## config.mk

```make
export PLATFORM = sky130hd
export DESIGN_NAME = tft_tgen
export DESIGN_NICKNAME = d
export VERILOG_FILES = /design/src/rtl/tft_tgen_pkg.sv /design/src/rtl/tft_tgen_hcount.sv /design/src/rtl/tft_tgen_vcount.sv /design/src/rtl/tft_tgen_syncgen.sv /design/src/rtl/tft_tgen.sv
export SDC_FILE = /design/constraint.sdc
export NUM_CORES = 1
export LEC_CHECK = 0
export BUFFER_PORTS_ARGS = -buffer_cell sky130_fd_sc_hd__buf_4
export CAP_MARGIN = 20
export CORE_AREA = 3 3 101 103
export DETAILED_ROUTE_END_ITERATION = 16
export DIE_AREA = 0 0 104 106
export MAX_ROUTING_LAYER = met4
export PLACE_DENSITY_LB_ADDON = 0.12
export RECOVER_POWER = 100
export SYNTH_ARGS = -nofsm -noshare
export SYNTH_HDL_FRONTEND = slang
export SYNTH_SLANG_ARGS = --single-unit
```

## constraint.sdc

```tcl
create_clock -name clk -period 2 [get_ports clk]
set_input_delay 0.1 -clock clk [delete_from_list [all_inputs] [get_ports clk]]
set_output_delay 0.1 -clock clk [all_outputs]
set_load 0.01 [all_outputs]
```

## src/rtl/tft_tgen_pkg.sv

```systemverilog
package tft_tgen_pkg;

    localparam int VT_W  = 10;
    localparam int VPW_W = 3;
    localparam int PH_W  = 10;
    localparam int HT_W  = 7;
    localparam int HPW_W = 7;
    localparam int HDP_W = 7;
    localparam int HDS_W = 10;
    localparam int VD_W  = 10;
    localparam int HC_W  = HT_W + 3;
    localparam int CW    = HC_W + 2;
    localparam int VW    = VT_W + 1;

    typedef struct packed {
        logic            run;
        logic            frame_n;
        logic            line_n;
        logic            de;
        logic [HC_W-1:0] x;
        logic [VT_W-1:0] y;
    } sync_t;

endpackage

```

## src/rtl/tft_tgen_hcount.sv

```systemverilog
module tft_tgen_hcount
    import tft_tgen_pkg::*;
(
    input  logic            clk,
    input  logic            rst_n,
    input  logic [HT_W-1:0] cfg_htot,
    output logic [HC_W-1:0] h_cnt,
    output logic            h_wrap
);

    typedef struct packed {
        logic [HC_W-1:0] h;
    } hstate_t;

    hstate_t st_d, st_q;

    always_comb begin
        st_d   = st_q;
        h_wrap = (st_q.h == {cfg_htot, 3'b111});
        if (h_wrap) st_d.h = '0;
        else        st_d.h = st_q.h + 1'b1;
    end

    always_ff @(posedge clk or negedge rst_n) begin
        if (!rst_n) st_q <= '0;
        else        st_q <= st_d;
    end

    assign h_cnt = st_q.h;

endmodule

```

## src/rtl/tft_tgen_vcount.sv

```systemverilog
module tft_tgen_vcount
    import tft_tgen_pkg::*;
(
    input  logic            clk,
    input  logic            rst_n,
    input  logic            adv,
    input  logic [VT_W-1:0] cfg_vtot,
    output logic [VT_W-1:0] v_cnt
);

    typedef struct packed {
        logic [VT_W-1:0] v;
    } vstate_t;

    vstate_t st_d, st_q;

    always_comb begin
        st_d = st_q;
        if (adv) begin
            if (st_q.v == cfg_vtot) st_d.v = '0;
            else                    st_d.v = st_q.v + 1'b1;
        end
    end

    always_ff @(posedge clk or negedge rst_n) begin
        if (!rst_n) st_q <= '0;
        else        st_q <= st_d;
    end

    assign v_cnt = st_q.v;

endmodule

```

## src/rtl/tft_tgen_syncgen.sv

```systemverilog
module tft_tgen_syncgen
    import tft_tgen_pkg::*;
(
    input  logic             clk,
    input  logic             rst_n,
    input  logic [HC_W-1:0]  h_cnt,
    input  logic [VT_W-1:0]  v_cnt,
    input  logic [VPW_W-1:0] cfg_vsync_w,
    input  logic [PH_W-1:0]  cfg_vphase,
    input  logic [HPW_W-1:0] cfg_hsync_w,
    input  logic [HDP_W-1:0] cfg_hdisp,
    input  logic [HDS_W-1:0] cfg_hstart,
    input  logic [VT_W-1:0]  cfg_vstart,
    input  logic [VD_W-1:0]  cfg_vdisp,
    output sync_t            sync_q
);

    sync_t          sync_d;
    logic [CW-1:0]  hx, phase, hde_lo, hde_hi;
    logic [VW-1:0]  vx, vpw, vde_lo, vde_hi;
    logic           in_h, in_v;

    always_comb begin
        hx     = CW'(h_cnt);
        vx     = VW'(v_cnt);
        phase  = CW'(cfg_vphase) + CW'(1);
        vpw    = VW'(cfg_vsync_w) + VW'(1);
        hde_lo = CW'(cfg_hstart);
        hde_hi = CW'(cfg_hstart) + CW'({cfg_hdisp, 3'b000}) + CW'(8);
        vde_lo = VW'(cfg_vstart);
        vde_hi = VW'(cfg_vstart) + VW'(cfg_vdisp);
        in_h   = (hx >= hde_lo) && (hx < hde_hi);
        in_v   = (vx >= vde_lo) && (vx <= vde_hi);

        sync_d         = sync_q;
        sync_d.run     = 1'b1;
        sync_d.x       = h_cnt;
        sync_d.y       = v_cnt;
        sync_d.line_n  = !(hx <= CW'(cfg_hsync_w));
        sync_d.frame_n = !(((vx == '0) && (hx >= phase)) ||
                           ((vx != '0) && (vx < vpw)) ||
                           ((vx == vpw) && (hx < phase)));
        sync_d.de      = in_h && in_v;
    end

    always_ff @(posedge clk or negedge rst_n) begin
        if (!rst_n) begin
            sync_q         <= '0;
            sync_q.frame_n <= 1'b1;
            sync_q.line_n  <= 1'b1;
        end else begin
            sync_q <= sync_d;
        end
    end

endmodule

```

## src/rtl/tft_tgen.sv

```systemverilog
module tft_tgen
    import tft_tgen_pkg::*;
(
    input  logic             clk,
    input  logic             rst_n,
    input  logic [VT_W-1:0]  cfg_vtot,
    input  logic [VPW_W-1:0] cfg_vsync_w,
    input  logic [PH_W-1:0]  cfg_vphase,
    input  logic [HT_W-1:0]  cfg_htot,
    input  logic [HPW_W-1:0] cfg_hsync_w,
    input  logic [HDP_W-1:0] cfg_hdisp,
    input  logic [HDS_W-1:0] cfg_hstart,
    input  logic [VT_W-1:0]  cfg_vstart,
    input  logic [VD_W-1:0]  cfg_vdisp,
    output logic             frame_n,
    output logic             line_n,
    output logic             de,
    output logic             shift_clk,
    output logic [HC_W-1:0]  pix_x,
    output logic [VT_W-1:0]  line_y
);

    logic [HC_W-1:0] h_cnt;
    logic [VT_W-1:0] v_cnt;
    logic            h_wrap;
    sync_t           sync_q;

    tft_tgen_hcount u_hcount (
        .clk      (clk),
        .rst_n    (rst_n),
        .cfg_htot (cfg_htot),
        .h_cnt    (h_cnt),
        .h_wrap   (h_wrap)
    );

    tft_tgen_vcount u_vcount (
        .clk      (clk),
        .rst_n    (rst_n),
        .adv      (h_wrap),
        .cfg_vtot (cfg_vtot),
        .v_cnt    (v_cnt)
    );

    tft_tgen_syncgen u_syncgen (
        .clk         (clk),
        .rst_n       (rst_n),
        .h_cnt       (h_cnt),
        .v_cnt       (v_cnt),
        .cfg_vsync_w (cfg_vsync_w),
        .cfg_vphase  (cfg_vphase),
        .cfg_hsync_w (cfg_hsync_w),
        .cfg_hdisp   (cfg_hdisp),
        .cfg_hstart  (cfg_hstart),
        .cfg_vstart  (cfg_vstart),
        .cfg_vdisp   (cfg_vdisp),
        .sync_q      (sync_q)
    );

    assign frame_n   = sync_q.frame_n;
    assign line_n    = sync_q.line_n;
    assign de        = sync_q.de;
    assign pix_x     = sync_q.x;
    assign line_y    = sync_q.y;
    assign shift_clk = clk & sync_q.run;

endmodule

```

==> results.cfg <==
[yosys]
post_synth_num_cell_types = 51
synth_nets = 614
synth_flop_cell = dfrtp_1
syn_avg_cell_area_um2 = 9.25
synth-async-reset-ratio = 1.00
synth_area_um2 = 4210
dominant_cells_by_area_after_synthesis = dfrtp_1, ha_1, xor2_1
ys_seq_area_frac = 0.262
yosysWarnings = 0
yosys.area.top_type_share = 0.250
synth.largest_area_cell = dfrtp_1
postSynthRegisterBits = 44
post_synth_edffs = 0
post_synthesis_instance_total = 455

[worst_setup_path]
data_required_critical_path_ps = 2300
start_kind = primary input
r2r_end = u_vcount.v_cnt[9]
reg2regPathDepth = 9
timing_worst_setup_path_type = primary input to flip-flop
worst_ep_arrival_time_ps = 2680
worstSetupEndpointType = flip-flop
worstReg2RegStart = u_hcount.h_cnt[5]
reg2reg_setup_slack_ps = -220
critPathMaxFanout = 2

[cells_and_area]
utilization = 0.616
fin_cells = 746
fraction_of_final_layout_cells_sized_beyond_drive_strength_1 = 0.300
nets = 775
syn2layout_area_growth_pct = 35.8
mostFrequentLayoutCells = buf_4, ha_1, dfrtp_1, inv_1, clkbuf_1
layout_commonest_cell = buf_4
diodes = 0
final_area_um2 = 5720

[pwr]
totalPowerFinal_mw = 2.65
pwr-share-seq = 0.347
clkPwrFrac = 0.327
static_leakage_nw = 2.91
swShare = 0.292
power_density_nw_per_um2 = 464
power.ir.vdd_worst_uv = 354
power_frac_comb = 0.327
switchingPower_mw = 0.774
p_int_mw = 1.88

[sta]
finalCriticalPeriod_ps = 2380
setup_viol = 21
worst_slack_ps = -380
rsz0062_at_grt = yes
setup_tns_ps = -2310
clock_skew_ps = 8.07
min_period_over_period = 1.19
fin_hold_ws_ps = 202
report.final.hold_viol_count = 0
slew_violations = 0
max_clock_freq_mhz = 420
worst_max_slew_margin_expressed_relative_to_the_limit = 0.261
tightest_slew_ps = 1110

[detailed_routing]
wl_per_cell_um = 14.2
wl_met2_um = 5080
drt-met1-wl_um = 4970
drc_errors = 0
num_vias = 3743
final_antenna_net_count = 0
drtIter0Drc = 151
avgViaCountPerCell = 5.02
routed-wl-met3_um = 478
drt_pass1_iterations = 4
drt-total-wl_um = 10600
topRoutingLayerUsed = met4

[die]
start_util = 0.454
core_um2 = 9280
dieHeight_um = 106
die_x_um = 104
num_rows = 35
die_area_um2 = 11000
num_io_pins = 100

[global_routing]
grt_overflow = 0
pin_count_of_the_biggest_net_entering_global_routing = 45
initial_antenna_violation_count = 0
first_pass_grt_wire_length_um = 17300
groute.usage.overall = 0.195
first_global_vias = 3788

[placed_design]
dpl-instance-area_um2 = 5490
buffer_ports.inserted = 99
placed_cells_incl_taps = 728
dpl_worst_slack_ps = -781
place.gp.congestion = 0.845
post-dp-hpwl_um = 8630

[min_path]
worstHoldPathType = primary input to flip-flop
hold_path_end = u_syncgen.sync_q[21]
min_from = cfg_hsync_w[6]
depth_of_the_worst_hold_timing_path = 5

[clocking]
worst_skew_pair.late_latency_ps = 400
cts.reportedPaths.clkPinSlew_ps = 90
clock_tree_from_tritoncts = yes

[job]
max-cap-violations = 0

[status]
outcome = complete, but fails checks
violated_checks = negative setup slack
-- state kept, by name, summed over array words and instances, names as in the netlist --
signal / count
u_syncgen.sync_q: 24
u_hcount.h_cnt: 10
u_vcount.v_cnt: 10
-- worst max-delay path by stage --
| stage | start | endpoint | slack (ps) |
|---|---|---|---|
| floorplan | cfg_vstart[1] | u_syncgen.sync_q[20] | -410 |
| global placement | cfg_vstart[1] | u_syncgen.sync_q[20] | -700 |
| detailed placement | cfg_vstart[1] | u_syncgen.sync_q[20] | -780 |
| CTS | cfg_vstart[1] | u_syncgen.sync_q[20] | -340 |
| global route | cfg_vdisp[1] | u_syncgen.sync_q[20] | -550 |
| finish | cfg_vdisp[1] | u_syncgen.sync_q[20] | -380 |
-- Yosys cell counts, drive strengths merged, types with 2 or more instances --
master and number:
nor2 33, dfstp 2, nor2b 9, inv 39, fa 2, or2 2, o21ai 20, nand4 9
o21a 6, xor2 33, o31ai 2, dfrtp 42, a21oi 23, o21bai 3, nand2b 5, buf 20
nand3 21, a2111oi 4, clkbuf 2, xnor2 26, and4 3, a31oi 2, nand2 20, and3 7
o2111ai 2, a211oi 7, ha 81, nor4 5, a21o 10
-- cell type report --
type	count	area [um2]
fillers	838	3570
flip-flops and latches	44	1100
clock inverters	2	35.0
well taps	129	161
clock buffers	10	118
repair buffers	172	1190
inverters	39	146
multi-input cells	350	2960
-- layer usage --
metal,track usage,up-vias
met3,0.0328,3
met2,0.320,82
met4,0.0446,0
met5,-,-
li1,-,1907
met1,0.254,1751
-- timing repair --
| item | 4_1_cts | 5_1_grt |
|---|---|---|
| resized for setup | 10 | 25 |
| setup endpoints to repair | 2 | 8 |
| hold buffers | 1 | 0 |
| hold endpoints to repair | 42 | 0 |
| pin swaps | 2 | 25 |
| setup buffers | 2 | 4 |
| gates cloned | 0 | 0 |
-- critical path: stages --
cell	delay, ps
buf_8	100
ha_4	210
a21o_1	180
a21oi_2	180
o21bai_2	100
a2111oi_4	370
o31ai_1	130
a21oi_1	200
xor2_1	100
ha_2	350
nor2_2	40
a211oi_2	190
o311ai_1	120
a31oi_1	140
nand2_1	70
o211a_1	100
-- cells by family after synthesis --
logic type,count (synthesis),synth area share
xor+xnor,59,0.125
buf+inv,61,0.0722
fa+ha+maj,83,0.250
mux,2,0.00505
compound gates,84,0.128
simple gates,121,0.157
other cells,1,0.000891
flops,44,0.262
-- power by group through the flow --
stage / Sequential, mW / Clock (mW) / Combinational (mW)
floorplan: 0.941 / 0.0142 / 0.467
global placement: 0.937 / 0.0293 / 0.805
detailed placement: 0.937 / 0.0293 / 0.832
CTS: 0.919 / 0.900 / 0.851
global route: 0.921 / 0.924 / 0.977
finish: 0.919 / 0.866 / 0.866
No activity file was read; power rests on OpenSTA's default activity.
